===== src/rtl/sfb_pkg.sv =====
// Package: shared types for the flow-controlled serial buffer.
// Holds the flow-byte state encoding and the error register bit positions.
package sfb_pkg;

    // Flow-byte scheduling state
    typedef enum logic [1:0] {
        FL_IDLE      = 2'd0,
        FL_PEND_XOFF = 2'd1,
        FL_HELD_OFF  = 2'd2,
        FL_PEND_XON  = 2'd3
    } flow_st_t;

    localparam int ERR_W      = 4;
    localparam int LINE_ERR_W = ERR_W - 1;
    localparam int ERR_DROP   = 3;

endpackage


===== src/rtl/sfb_ring.sv =====
// Module: sfb_ring
// Circular byte store with show-ahead head output and an occupancy count.
// Assumes the caller never pushes when full nor pops when empty.
module sfb_ring #(
    parameter int DEPTH = 80,
    parameter int W     = 8,
    localparam int AW   = (DEPTH > 1) ? $clog2(DEPTH) : 1,
    localparam int CW   = $clog2(DEPTH + 1)
) (
    input  logic          clk,
    input  logic          rst_n,
    input  logic          push,
    input  logic [W-1:0]  push_data,
    input  logic          pop,
    output logic [W-1:0]  head,
    output logic [CW-1:0] count,
    output logic          full,
    output logic          empty
);

    localparam logic [AW-1:0] LAST  = AW'(DEPTH - 1);
    localparam logic [CW-1:0] CMAX  = CW'(DEPTH);

    logic [W-1:0]  mem [DEPTH];
    logic [AW-1:0] wr_ptr;
    logic [AW-1:0] rd_ptr;

    // Storage write; no reset needed on data cells
    always_ff @(posedge clk) begin
        if (push) begin
            mem[wr_ptr] <= push_data;
        end
    end

    // Pointer and occupancy update with wrap at the last cell
    always_ff @(posedge clk) begin
        if (!rst_n) begin
            wr_ptr <= '0;
            rd_ptr <= '0;
            count  <= '0;
        end else begin
            if (push) begin
                wr_ptr <= (wr_ptr == LAST) ? '0 : wr_ptr + AW'(1);
            end
            if (pop) begin
                rd_ptr <= (rd_ptr == LAST) ? '0 : rd_ptr + AW'(1);
            end
            case ({push, pop})
                2'b10:   count <= count + CW'(1);
                2'b01:   count <= count - CW'(1);
                default: count <= count;
            endcase
        end
    end

    // Status and head byte
    always_comb begin
        head  = mem[rd_ptr];
        full  = (count == CMAX);
        empty = (count == '0);
    end

endmodule


===== src/rtl/sfb_rx_ctrl.sv =====
// Module: sfb_rx_ctrl
// Classifies each received byte as stop code, resume code or data.
// Keeps the halted flag and the sticky error register.
// Assumes a zero byte never matches a code and a stop match wins over resume.
module sfb_rx_ctrl #(
    parameter int DW = 8
) (
    input  logic                           clk,
    input  logic                           rst_n,
    input  logic                           rx_valid,
    input  logic [DW-1:0]                  rx_data,
    input  logic [sfb_pkg::LINE_ERR_W-1:0] rx_err,
    input  logic [DW-1:0]                  xon_code,
    input  logic [DW-1:0]                  xoff_code,
    input  logic                           ring_full,
    input  logic                           host_pop,
    output logic                           store,
    output logic                           paused,
    output logic [sfb_pkg::ERR_W-1:0]      err_q
);

    logic hit_xoff;
    logic hit_xon;
    logic keep;
    logic drop;

    // Byte classification and store/drop decision
    always_comb begin
        hit_xoff = rx_valid && (rx_data != '0) && (rx_data == xoff_code);
        hit_xon  = rx_valid && (rx_data != '0) && (rx_data == xon_code) && !hit_xoff;
        keep     = rx_valid && !hit_xoff && !hit_xon;
        store    = keep && !ring_full;
        drop     = keep && ring_full;
    end

    // Halted flag: set by stop code, cleared by resume code
    always_ff @(posedge clk) begin
        if (!rst_n) begin
            paused <= 1'b0;
        end else if (hit_xoff) begin
            paused <= 1'b1;
        end else if (hit_xon) begin
            paused <= 1'b0;
        end
    end

    // Sticky errors: cleared by a host read, new errors in that cycle kept
    always_ff @(posedge clk) begin
        if (!rst_n) begin
            err_q <= '0;
        end else begin
            err_q <= (host_pop ? '0 : err_q)
                   | {drop, (rx_valid ? rx_err : '0)};
        end
    end

endmodule


===== src/rtl/sfb_flow_ctrl.sv =====
// Module: sfb_flow_ctrl
// Schedules stop/resume bytes from receive occupancy thresholds and
// arbitrates the transmitter between a scheduled flow byte and queued data.
// Assumes rx_count is the occupancy before this cycle's store and read.
module sfb_flow_ctrl #(
    parameter int DW       = 8,
    parameter int RX_DEPTH = 80,
    parameter int RX_HI    = 70,
    parameter int RX_LO    = 10,
    localparam int CW      = $clog2(RX_DEPTH + 1)
) (
    input  logic              clk,
    input  logic              rst_n,
    input  logic              store,
    input  logic              host_pop,
    input  logic [CW-1:0]     rx_count,
    input  logic [DW-1:0]     xon_code,
    input  logic [DW-1:0]     xoff_code,
    input  logic              paused,
    input  logic              txq_empty,
    input  logic [DW-1:0]     txq_head,
    input  logic              tx_ready,
    output logic              tx_valid,
    output logic [DW-1:0]     tx_data,
    output logic              txq_pop,
    output sfb_pkg::flow_st_t flow_st
);
    import sfb_pkg::*;

    localparam logic [CW:0]   HI_V = (CW + 1)'(RX_HI);
    localparam logic [CW-1:0] LO_V = CW'(RX_LO);

    logic [CW:0] post_cnt;
    logic        pend;
    logic        arm_off;
    logic        arm_on;
    flow_st_t    st_nxt;

    // Occupancy after this cycle and threshold triggers
    always_comb begin
        post_cnt = {1'b0, rx_count} + {{CW{1'b0}}, store} - {{CW{1'b0}}, host_pop};
        arm_off  = store && (post_cnt >= HI_V) && (xoff_code != '0);
        arm_on   = host_pop && (rx_count <= LO_V);
    end

    // Transmit arbitration: flow byte first, then data unless halted
    always_comb begin
        pend     = (flow_st == FL_PEND_XOFF) || (flow_st == FL_PEND_XON);
        tx_valid = pend || (!paused && !txq_empty);
        tx_data  = pend ? ((flow_st == FL_PEND_XON) ? xon_code : xoff_code) : txq_head;
        txq_pop  = !pend && !paused && !txq_empty && tx_ready;
    end

    // Next flow state
    always_comb begin
        st_nxt = flow_st;
        case (flow_st)
            FL_IDLE:      if (arm_off)  st_nxt = FL_PEND_XOFF;
            FL_PEND_XOFF: if (tx_ready) st_nxt = FL_HELD_OFF;
            FL_HELD_OFF:  if (arm_on)   st_nxt = FL_PEND_XON;
            FL_PEND_XON:  if (tx_ready) st_nxt = FL_IDLE;
            default:                    st_nxt = FL_IDLE;
        endcase
    end

    // Flow state register
    always_ff @(posedge clk) begin
        if (!rst_n) begin
            flow_st <= FL_IDLE;
        end else begin
            flow_st <= st_nxt;
        end
    end

endmodule


===== src/rtl/sflow_buffer.sv =====
// Module: sflow_buffer (top)
// Receive and transmit circular stores with software flow control.
// Assumes the receiver cannot be stalled and both codes are held stable.
module sflow_buffer #(
    parameter int DW       = 8,
    parameter int RX_DEPTH = 80,
    parameter int TX_DEPTH = 140,
    parameter int RX_HI    = 70,
    parameter int RX_LO    = 10
) (
    input  logic                           clk,
    input  logic                           rst_n,
    input  logic [DW-1:0]                  xon_code,
    input  logic [DW-1:0]                  xoff_code,
    input  logic                           rx_valid,
    input  logic [DW-1:0]                  rx_data,
    input  logic [sfb_pkg::LINE_ERR_W-1:0] rx_err,
    output logic                           host_rd_valid,
    output logic [DW-1:0]                  host_rd_data,
    output logic [sfb_pkg::ERR_W-1:0]      host_rd_err,
    input  logic                           host_rd_ready,
    input  logic                           host_wr_valid,
    input  logic [DW-1:0]                  host_wr_data,
    output logic                           host_wr_ready,
    output logic                           tx_valid,
    output logic [DW-1:0]                  tx_data,
    input  logic                           tx_ready
);

    localparam int RX_CW = $clog2(RX_DEPTH + 1);
    localparam int TX_CW = $clog2(TX_DEPTH + 1);

    logic               rx_store;
    logic               rx_full;
    logic               rx_empty;
    logic [RX_CW-1:0]   rx_count;
    logic               host_pop;
    logic               paused;
    logic               txq_push;
    logic               txq_pop;
    logic               txq_full;
    logic               txq_empty;
    logic [TX_CW-1:0]   txq_count;
    logic [DW-1:0]      txq_head;
    sfb_pkg::flow_st_t  flow_st;

    // Host-side handshakes
    always_comb begin
        host_rd_valid = !rx_empty;
        host_pop      = host_rd_valid && host_rd_ready;
        host_wr_ready = !txq_full;
        txq_push      = host_wr_valid && host_wr_ready;
    end

    sfb_rx_ctrl #(.DW(DW)) u_rx (
        .clk       (clk),
        .rst_n     (rst_n),
        .rx_valid  (rx_valid),
        .rx_data   (rx_data),
        .rx_err    (rx_err),
        .xon_code  (xon_code),
        .xoff_code (xoff_code),
        .ring_full (rx_full),
        .host_pop  (host_pop),
        .store     (rx_store),
        .paused    (paused),
        .err_q     (host_rd_err)
    );

    sfb_ring #(.DEPTH(RX_DEPTH), .W(DW)) u_rx_ring (
        .clk       (clk),
        .rst_n     (rst_n),
        .push      (rx_store),
        .push_data (rx_data),
        .pop       (host_pop),
        .head      (host_rd_data),
        .count     (rx_count),
        .full      (rx_full),
        .empty     (rx_empty)
    );

    sfb_ring #(.DEPTH(TX_DEPTH), .W(DW)) u_tx_ring (
        .clk       (clk),
        .rst_n     (rst_n),
        .push      (txq_push),
        .push_data (host_wr_data),
        .pop       (txq_pop),
        .head      (txq_head),
        .count     (txq_count),
        .full      (txq_full),
        .empty     (txq_empty)
    );

    sfb_flow_ctrl #(
        .DW(DW), .RX_DEPTH(RX_DEPTH), .RX_HI(RX_HI), .RX_LO(RX_LO)
    ) u_flow (
        .clk       (clk),
        .rst_n     (rst_n),
        .store     (rx_store),
        .host_pop  (host_pop),
        .rx_count  (rx_count),
        .xon_code  (xon_code),
        .xoff_code (xoff_code),
        .paused    (paused),
        .txq_empty (txq_empty),
        .txq_head  (txq_head),
        .tx_ready  (tx_ready),
        .tx_valid  (tx_valid),
        .tx_data   (tx_data),
        .txq_pop   (txq_pop),
        .flow_st   (flow_st)
    );

endmodule


===== config.mk =====
export PLATFORM = sky130hd
export DESIGN_NAME = sflow_buffer
export DESIGN_NICKNAME = d
export VERILOG_FILES = /design/src/rtl/sfb_pkg.sv /design/src/rtl/sfb_ring.sv /design/src/rtl/sfb_rx_ctrl.sv /design/src/rtl/sfb_flow_ctrl.sv /design/src/rtl/sflow_buffer.sv
export SDC_FILE = /design/constraint.sdc
export NUM_CORES = 2
export LEC_CHECK = 0
export BUFFER_PORTS_ARGS = -buffer_cell sky130_fd_sc_hd__buf_4
export CORE_MARGIN = 2
export CORE_UTILIZATION = 43
export CTS_BUF_LIST = sky130_fd_sc_hd__clkbuf_4 sky130_fd_sc_hd__clkbuf_8
export CTS_CLUSTER_SIZE = 25
export DETAILED_ROUTE_END_ITERATION = 12
export SLEW_MARGIN = 10
export SYNTH_ARGS = -nofsm -noshare
export SYNTH_HDL_FRONTEND = slang
export SYNTH_SLANG_ARGS = --single-unit

===== constraint.sdc =====
create_clock -name clk -period 6 [get_ports clk]
set_input_delay 1.2 -clock clk [delete_from_list [all_inputs] [get_ports clk]]
set_output_delay 1.2 -clock clk [all_outputs]
set_load 0.01 [all_outputs]

==> qor.yml <==
status: "finished, final reports clean"
setup-violations-final: 0
syn-cell-area_um2: 71840
crit_fanout: 29
cts_buffers: 308
muxShareOfSynthArea_pct: 16.34
portBuffers: 63
dp.cells: 5640
synth_seq_cells: 1827
power_density_nw_per_um2: 372.4
antenna_left: 0
p_leak_nw: 24.71
die_w_um: 412.8
min_delay_path_depth: 2
critPathLaunchType: "flop"
area_growth_pct: 13.02
fin_crit_sh_pct: 99.95
syn_nets: 3535
layoutNonFillerInstCount: 6170
synthTopCellsByArea: "edfxtp_1 (74%), mux4_2 (15%), dfxtp_1 (1.9%), nor2_1 (1.5%), mux2i_1 (0.78%)"
clock-sinks: 1827
synthSimpleGateAreaFrac_pct: 3.264
maxSlewViolCount: 0
grt_pass1_vias: 35910
root_buffer: "clkbuf_8"
ys_async_sr_fraction_pct: 0
post-route-drc-count: 0
met1_usage_pct: 29.00
yosys.area.top_type: "edfxtp_1"
netlist-cell-type-count: 59
antenna_found_initial: 4
path_clk_slew_ns: 0.06
cts_buffer_depth: 4
vias: 35620
routedWlPerCell_um: 28.55
grt_use_met3_pct: 3.856
cts.htree.levels: 5
arrival_ns: 4.80
cap_violations: 0
synth_top_cell_area_share_pct: 73.56
synth_edf_count: 1760
via_per_inst: 5.773
die_height_um: 412.8
reg2reg_from: "u_rx_ring.count[3]"
grt_overflow: 0
synth-compound-area-share_pct: 2.301
reg2regPathDepth: 18
ys.warnings.count: 0
hold_class: "flop to flop"
drive_above_1_share_pct: 29.13
yosysSeqAreaShare_pct: 75.43
synth_fa_ha_area_share_pct: 0.7280
drt-initial-drc-count: 3854
timing.fmax_mhz: 166.7
busiest_layer: "met2"
min-delay-start: "u_rx.err_q[3]"
period_needed_ns: 5.997
critPathRequiredTime_ns: 4.80
yosysMostFrequentCell: "edfxtp_1"
io_pins: 64
postCtsHoldBufs: 0
fin_util_pct: 48.78
path_class: "flop to output port"
grtUsageTotal_pct: 20.75
clk_latency_ns: 1.03
cts_tree: "done"
final_nets: 3828
grt_max_degree: 101
grt_pass1_wl_um: 255200
rows: 150
syn_inst: 3454
synth-xor-area-share_pct: 0.6095
synth_commonest_cells: "edfxtp_1 (1760), mux4_2 (483), nor2_1 (283), clkbuf_1 (85), nand2_1 (71)"
gp_congestion: 0.8511
fin_skew_ns: 0.06903
core-area_um2: 166500
tightest_slew_ns: 1.378
wl_um: 176200
pre_cts_slack_ns: 0.7259
synth.avg_cell_area_um2: 20.80
slew_headroom_pct: 8.142
final_hold_viol_count: 0
critPathCaptureType: "output port"
die_area_um2: 170400
dp_hpwl_um: 110300
synth_ff_type: "edfxtp_1"
start_util_pct: 43.16
fin_ws_ns: 0.002834
drt_first_pass_iters: 6
grt_use_met2_pct: 32.85
synth_top_family_by_area: "multiplexers"
vdd_drop_max_mv: 0.2291
routing by layer:
metal  share of wire (%)  up-vias
met1                  42    18870
met4                 3.0        2
met5              0.0062        -
met2                  48     1477
met3                 7.2      345
li1                    -    14920
flip-flops by register name (all words and copies together) (netlist names), named ones only:
name	cells
u_tx_ring.mem	1120
u_rx_ring.mem	640
u_tx_ring.count	8
u_tx_ring.rd_ptr	8
u_tx_ring.wr_ptr	8
u_rx_ring.count	7
u_rx_ring.rd_ptr	7
u_rx_ring.wr_ptr	7
u_rx.err_q	4
u_flow.flow_st	2
u_rx.paused	1
area by class of cell:
type	instances	area [um^2]
Sequential cell	1827	54220
Clock inverter	94	556.8
Multi-Input combinational cell	1411	16790
Inverter	36	135.1
Timing Repair Buffer	163	1431
Fill cell	13470	85270
Antenna cell	8	20.02
Tap cell	2204	2758
Clock buffer	427	5283
stage by stage:
| step | area (um^2) | hold WS (ns) | total power [mW] | setup TNS (ns) |
|---|---|---|---|---|
| 6_report | 81200 | 0.4716 | 30.24 | 0 |
| 2_1_floorplan | 71840 | 0.4429 | 17.93 | 0 |
| 5_1_grt | 81200 | 0.4169 | 31.40 | -0.01887 |
| 4_1_cts | 81180 | 0.3952 | 30.52 | 0 |
| 3_5_place_dp | 75270 | 0.4712 | 19.84 | 0 |
| 3_3_place_gp | 75270 | 0.4549 | 19.81 | 0 |
power breakdown:
part           internal, mW  switching [mW]  total (mW)  leakage (nW)
combinational          2.56            2.67        5.23          5.23
sequential             14.1           0.226        14.3          16.4
clock                  5.91            4.81        10.7          3.10
total                  22.5            7.71        30.2          24.7
placed cells by master, fill, tap and decap left out, types with 31 or more instances in the layout:
master / instances
edfxtp_1: 1760
mux4_2: 483
clkbuf_8: 332
nor2_1: 282
buf_4: 146
clkbuf_4: 95
nand2_1: 71
clkinv_1: 60
dfxtp_1: 59
mux2i_1: 56
o21ai_0: 50
ha_1: 37
inv_1: 36
nor2b_1: 35
xnor2_1: 34
a221oi_1: 31
a21oi_1: 31
repair_timing:
| item | 4_1_cts | 5_1_grt |
|---|---|---|
| setup buffers | 1 | 0 |
| gates resized for setup | 5 | 0 |
| setup endpoints to repair | 5 | 0 |
cells by family after synthesis:
group,count (synthesis)
mux,566
buf+inv,216
simple gates,519
xor+xnor,50
compound gates,236
fa+ha+maj,40
flops,1827
worst paths after layout:
check / end / slack, ns
setup / recovery: tx_data[5] / 0.003
hold / removal: u_rx.err_q[3] / 0.47
setup reg to reg: u_flow.flow_st[0] / 1.60
hold reg to reg: u_rx.err_q[3] / 0.47
worst max-delay path: stages, from the launching register on:
cell      delay (ns)
dfxtp_4         0.51
buf_4           0.33
nor2_2          0.87
nand2b_1        0.62
o221ai_1        0.49
nor3_1          0.22
a22oi_1         0.23
a31oi_1         0.12
buf_4           0.24
buf_4           0.14
(Power assumes the default switching activity.)
